File: config.mk
export PLATFORM = sky130hd
export DESIGN_NAME = dtimer_channel
export DESIGN_NICKNAME = d
export VERILOG_FILES = /design/src/rtl/dtimer_channel.sv
export SDC_FILE = /design/constraint.sdc
export NUM_CORES = 1
export LEC_CHECK = 0
export BUFFER_PORTS_ARGS = -buffer_cell sky130_fd_sc_hd__buf_2
export CAP_MARGIN = 0
export CORE_AREA = 2 2 90 92
export DETAILED_ROUTE_END_ITERATION = 8
export DIE_AREA = 0 0 92 94
export HOLD_SLACK_MARGIN = 0.06
export PLACE_DENSITY = 0.8
export SYNTH_ARGS = -nofsm -noshare
export SYNTH_HDL_FRONTEND = slang
export SYNTH_SLANG_ARGS = --single-unit
File: constraint.sdc
create_clock -name clk -period 3 [get_ports clk]
set_clock_uncertainty 0.1 [all_clocks]
set_input_delay 0.45 -clock clk [delete_from_list [all_inputs] [get_ports clk]]
set_output_delay 0.45 -clock clk [all_outputs]
set_load 0.02 [all_outputs]
File: src/rtl/dtimer_channel.sv
module dtimer_channel #(
  parameter int CNT_W  = 32,
  parameter int DATA_W = 32
) (
  input  logic              clk,
  input  logic              rst_n,
  input  logic              slow_tick,
  input  logic              fast_tick,
  input  logic              wr_en,
  input  logic [3:0]        addr,
  input  logic [DATA_W-1:0] wdata,
  output logic [DATA_W-1:0] rdata,
  output logic              irq
);
  localparam logic [1:0] OFS_LOAD = 2'd0;
  localparam logic [1:0] OFS_CNT  = 2'd1;
  localparam logic [1:0] OFS_CTRL = 2'd2;
  localparam logic [1:0] OFS_ACK  = 2'd3;
  localparam int BIT_EN  = 7;
  localparam int BIT_PER = 6;
  localparam int BIT_SEL = 3;

  logic [CNT_W-1:0] load_q, cnt_q;
  logic en_q, per_q, sel_q, irq_q;

  logic wr_load, wr_ctrl, wr_ack, step, uflow;
  assign wr_load = wr_en && addr[3:2] == OFS_LOAD;
  assign wr_ctrl = wr_en && addr[3:2] == OFS_CTRL;
  assign wr_ack  = wr_en && addr[3:2] == OFS_ACK;
  assign step    = en_q && (sel_q ? slow_tick : fast_tick);
  assign uflow   = step && cnt_q == '0 && !wr_load;
  assign irq     = irq_q;

  always_ff @(posedge clk or negedge rst_n) begin
    if (!rst_n) begin
      load_q <= '0;
      cnt_q  <= '0;
      en_q   <= 1'b0;
      per_q  <= 1'b0;
      sel_q  <= 1'b0;
      irq_q  <= 1'b0;
    end else begin
      if (wr_load) begin
        load_q <= wdata[CNT_W-1:0];
        cnt_q  <= wdata[CNT_W-1:0];
      end else if (step) begin
        if (cnt_q == '0) cnt_q <= per_q ? load_q : '1;
        else             cnt_q <= cnt_q - 1'b1;
      end
      if (wr_ctrl) begin
        en_q  <= wdata[BIT_EN];
        per_q <= wdata[BIT_PER];
        sel_q <= wdata[BIT_SEL];
      end
      if (uflow)       irq_q <= 1'b1;
      else if (wr_ack) irq_q <= 1'b0;
    end
  end

  always_comb begin
    rdata = '0;
    case (addr[3:2])
      OFS_LOAD: rdata[CNT_W-1:0] = load_q;
      OFS_CNT:  rdata[CNT_W-1:0] = cnt_q;
      OFS_CTRL: begin
        rdata[BIT_EN]  = en_q;
        rdata[BIT_PER] = per_q;
        rdata[BIT_SEL] = sel_q;
      end
      default:  rdata = '0;
    endcase
  end

  p_hold_off_r9: assert property (@(posedge clk) disable iff (!rst_n)
    (!en_q && !wr_load) |=> $stable(cnt_q));

  p_dec_one_r4: assert property (@(posedge clk) disable iff (!rst_n)
    (step && cnt_q != '0 && !wr_load) |=> cnt_q == $past(cnt_q) - 1'b1);

  p_reload_r6: assert property (@(posedge clk) disable iff (!rst_n)
    (uflow && per_q) |=> cnt_q == $past(load_q));

  p_wrap_r7: assert property (@(posedge clk) disable iff (!rst_n)
    (uflow && !per_q) |=> cnt_q == {CNT_W{1'b1}});

  p_irq_src_r5: assert property (@(posedge clk) disable iff (!rst_n)
    $rose(irq_q) |-> $past(uflow));

  p_ack_r8: assert property (@(posedge clk) disable iff (!rst_n)
    (wr_ack && !uflow) |=> !irq_q);

  p_write_load_r3: assert property (@(posedge clk) disable iff (!rst_n)
    wr_load |=> cnt_q == $past(wdata[CNT_W-1:0]));
endmodule

Yosys cells after proc, flatten, opt, wreduce, memory -nomap -nowiden
Cells that the tools add are included.
{"block": "op_classes", "n_addsub": 1, "eq_ne": 3, "n_mux": 12, "reduce_logical": 11}
{"op": "$mux 32", "n": 4}
{"op": "$pmux 24 s2", "n": 1}
{"op": "$logic_not 32->1", "n": 1}
{"op": "$sub 32x1->32 const B", "n": 1}
{"op": "$logic_and 1x1->1", "n": 6}
{"op": "$pmux 2 s3", "n": 1}
{"op": "$pmux 3 s2", "n": 1}
{"op": "$eq 2x2->1 const B", "n": 2}
{"op": "$pmux 2 s2", "n": 1}
{"op": "$reduce_bool 2->1", "n": 2}
{"op": "$mux 1", "n": 3}
{"op": "$pmux 1 s3", "n": 1}
{"op": "$eq 2x1->1 const B", "n": 1}
{"op": "$logic_not 2->1", "n": 1}
{"op": "$logic_not 1->1", "n": 1}
{"block": "word_totals", "ff_bits": 68, "out_inout_bits": 33, "wordCells": 33}

Longest topological paths before layout
{"block": "logic_depth", "word_depth": 5, "mapped_depth": 9, "ltp_nobuf": 8}

Least setup slack after synthesis
No wires, ideal clock.
{"block": "synth_timing", "path_kind": "input port to output port", "startpoint": "input port addr[2]", "endpoint": "output port rdata[0]", "arrival_ps": 1641, "slack_ps": 809, "cell_stages": 4, "path_cell_list": "clkbuf_1 clkbuf_1 mux2i_1 nor2_1"}
{"block": "synth_via", "elab_chain_len": 2, "word_cells_on_any_way": 3, "cone_classes": "eq/ne: 1; mux: 1; reduce/logical: 1"}
{"item": "start: declaration", "line_no": "10", "source": "input logic [3:0] addr,"}
{"item": "$eq 2x1->1 or $logic_not 2->1 (tied branches)", "line_no": "62", "source": "case (addr[3:2])"}
{"item": "$pmux 3 s2 *", "line_no": "62"}
{"item": "end: declaration", "line_no": "12", "source": "output logic [DATA_W-1:0] rdata,"}
Every way passes the cells marked *; elsewhere a longest branch is shown, timed or not.

Worst setup path after layout
{"block": "layout_timing", "startpoint": "register cnt_q[27]", "endpoint": "register cnt_q[13]"}
{"block": "layout_via", "elab_chain_len": 4}
{"item": "start: declaration", "line_no": "23", "source": "logic [CNT_W-1:0] load_q, cnt_q;"}
{"item": "start signal: assignment", "line_no": "45", "source": "cnt_q <= wdata[CNT_W-1:0];"}
{"item": "start signal: assignment", "line_no": "47", "source": "if (cnt_q == '0) cnt_q <= per_q ? load_q : '1;"}
{"item": "start signal: assignment", "line_no": "48", "source": "else cnt_q <= cnt_q - 1'b1;"}
{"item": "$logic_not 32->1", "line_no": "47"}
{"item": "$mux 32", "line_no": "47"}
{"item": "$mux 32", "line_no": "46", "source": "end else if (step) begin"}
{"item": "$mux 32", "line_no": "43", "source": "if (wr_load) begin"}
Every way passes these cells. The select of a mux whose other input is x is not followed.
A chain may end at the register's enable or synchronous reset.

==> reports/qor.yml <==
comb_power_share_pct: 35.9
yosysUniqueCellTypes: 54
grt_util_all_layers_pct: 27.5
path_cells: "nor4_1 > nand3b_1 > nor3_4 > buf_12 > a31oi_1 > o21ai_0 > nand3_1"
leakage_nw: 2.37
overflow: 0
period_share_pct: 88.7
cts_resized: 0
r2r_slack_ns: 0.34
first_pass_iters: 6
outcome: "complete, no violations"
clock-sinks: 68
async_reset_ff_share_pct: 100
hp-class: "primary input to async pin"
cts-root-buf: "clkbuf_8"
synth_edf_count: 0
die_y_um: 94
endpoint_kind: "flop"
cts_max_level: 3
power.internal_mw: 2.05
synth_top_family_by_area: "simple AND/OR/NAND/NOR gates"
drv_slew: 0
startpoint_type: "flop"
critical_path_class: "flop to flop"
pwr-share-seq_pct: 44.9
wirelength_mm: 11.1
synthMuxAreaShare_pct: 8.45
synthTopCellsByArea: "dfrtp_1 (39%), nand2_1 (9.7%), mux2i_1 (7.7%)"
dieArea_mm2: 0.00865
synth_ff_type: "dfrtp_1"
max_slew_margin_pct: 52.9
diodes: 0
whs_ns: 0.0464
drc: 0
syn_area_per_cell_um2: 8.52
cap_violations: 0
rows: 32
vdd_ir_drop_max_uv: 362
yosysTopAreaCell: "dfrtp_1"
netlist_area_mm2: 0.00431
swShare_pct: 41.6
clock_latency_ns: 0.35
slowest_delay_ns: 0.59
grtUsageMet3_pct: 4.41
dpl.hpwl_mm: 7.84
initial_core_util_pct: 56.7
p_per_area_mw_per_mm2: 714
cts_tree: "done"
grt_pass1_wl_mm: 19.0
cp_slowest_cell: "nor3_4"
drt_iter0_drc: 221
gpl.final_weighted_congestion: 0.845
cp.required_ns: 3.11
io_pins: 74
tns_ns: 0
vias: 3974
synthAdderAreaFrac_pct: 0.581
antenna_found_initial: 0
grt_use_met1_pct: 36.7
rsz0062_at_grt: "no"
nFillCells: 678
clkPwrFrac_pct: 19.3
cts.clk_slew.worst_paths_ns: 0.07
synth_nets: 549
place_ws_ns: 0.451
ys_seq_area_share_pct: 39.5
switchingPower_mw: 1.46
synth_xor_xnor_area_share_pct: 4.67
ctsLongestPathBuffers: 2
area_growth_pct: 13.9
clock.fmax_mhz: 376
dieWidth_um: 92
synth-seq-cells: 68
port_buffers: 71
hold_viol: 0
crit_arrival_ns: 2.78
cp_max_fo: 19
coreArea_mm2: 0.00761
fin_ws_ns: 0.338
routed_via_density: 5.88
synth_compound_area_share_pct: 12.3
final-setup-viol-count: 0
yosysWarnings: 0
ant_nets: 0
layout_min_cycle_time_ns: 2.66
worstMarginPinSlew_ns: 0.707
synth.top_cell.area_share_pct: 39.5
grt_util_met2_pct: 46.3
grt_max_degree: 40
grt.busiest_layer: "met2"
cts_buffers: 9
yosys.area_share.simple_pct: 28.8
nets: 615
routedWlPerCell_um: 16.5
post_cts_buffers: 0
ctsHoldBuffers: 0
synthCells: 506
grt_pass1_vias: 3957
final_layout_size_suffix_gt1_share_pct: 21.3
[synthesized netlist by cell type (4+ instances only)]
library cell  instances
buf_6                 6
o2bb2ai_1             4
dfrtp_1              68
clkbuf_1             13
nor2_1               42
a21oi_1              13
inv_1                13
buf_2                 4
a31oi_1              11
nor3_1               13
nand2_1             111
xnor2_1              13
nor4_1                4
mux2i_1              33
nor2b_1               4
nand3_1              29
nand3b_1             13
o211ai_1              8
xor2_1               10
o21ai_0              36
buf_4                 6
[layer usage]
layer,up-vias,wire [µm]
met5,-,0
li1,1901,-
met1,1900,4890
met2,156,5340
met3,17,735
met4,0,152
[kinds of logic (layout without fill, tap and decap cells)]
| group | after synthesis | in the layout |
|---|---|---|
| AND/OR/NAND/NOR | 244 | 244 |
| flip-flops | 68 | 68 |
| multiplexers | 36 | 36 |
| AO/OA/AOI/OAI | 88 | 88 |
| XOR/XNOR | 23 | 23 |
| adder cells (fa/ha/maj) | 2 | 2 |
| buffers and inverters | 45 | 113 |
[state kept, by name, indices dropped and copies added (netlist names)]
signal	cells
cnt_q	32
irq	1
load_q	32
per_q	1
en_q	1
sel_q	1
[path summary, 6_finish.rpt]
path	startpoint	endpoint	depth (start not counted)
hold reg to reg	load_q[3]	load_q[3]	2
min in group clk	wdata[29]	load_q[29]	3
setup reg to reg	cnt_q[27]	cnt_q[13]	7
hold / removal	rst_n	cnt_q[14]	1
max in group asynchronous	rst_n	cnt_q[31]	2
setup / recovery	cnt_q[27]	cnt_q[13]	7
[cell usage in the layout (no fill, tap or decap), types with 4 or more instances in the layout]
cell / Yosys / layout
nand3_1: 29 / 29
clkbuf_8: 0 / 11
nand2_1: 111 / 111
mux2i_1: 33 / 33
o21ai_0: 36 / 36
xor2_1: 10 / 10
o211ai_1: 8 / 8
xnor2_1: 13 / 13
a31oi_1: 11 / 11
nor2_1: 42 / 42
nor3_1: 13 / 13
a21oi_1: 13 / 13
o2bb2ai_1: 4 / 4
buf_4: 6 / 14
nor4_1: 4 / 4
nand3b_1: 13 / 13
nor2b_1: 4 / 4
inv_1: 13 / 13
dfrtp_1: 68 / 68
buf_2: 4 / 71
[area by class of cell]
cell class                 instances  area, µm²  share of cell area [%]
timing repair buffer              87        500                    10.2
multi-input combinational        393       2370                    48.2
inverter                          13       48.8                   0.994
tap                              102        128                    2.60
sequential                        68       1700                    34.7
clock inverter                     2       12.5                   0.255
clock buffer                      11        151                    3.08
[power groups by stage]
| stage | logic [mW] | clock network [mW] | registers, mW |
|---|---|---|---|
| after global placement | 1.22 | 0 | 1.56 |
| final | 1.26 | 0.675 | 1.57 |
| after floorplan | 1.04 | 0 | 1.44 |
| after CTS | 1.26 | 0.678 | 1.57 |
| after detailed placement | 1.25 | 0 | 1.58 |
| after global routing | 1.41 | 0.714 | 1.62 |
[metrics by stage]
stage	area [µm²]	cells	utilization (%)	power, mW
global placement	4750	663	62.4	2.78
global route	4910	676	64.5	3.75
detailed placement	4750	663	62.4	2.83
floorplan	4310	506	-	2.48
CTS	4910	676	64.5	3.50
finish	4910	676	64.5	3.51
[worst max-delay path, delay by kind of cell (launching register included)]
kind                   cells  cell delay [ns]
AND/OR/NAND/NOR            4             1.56
buffers and inverters      1             0.22
flip-flops                 1             0.45
AO/OA/AOI/OAI              2             0.19
Note: power is estimated with default switching activity, not from simulation.
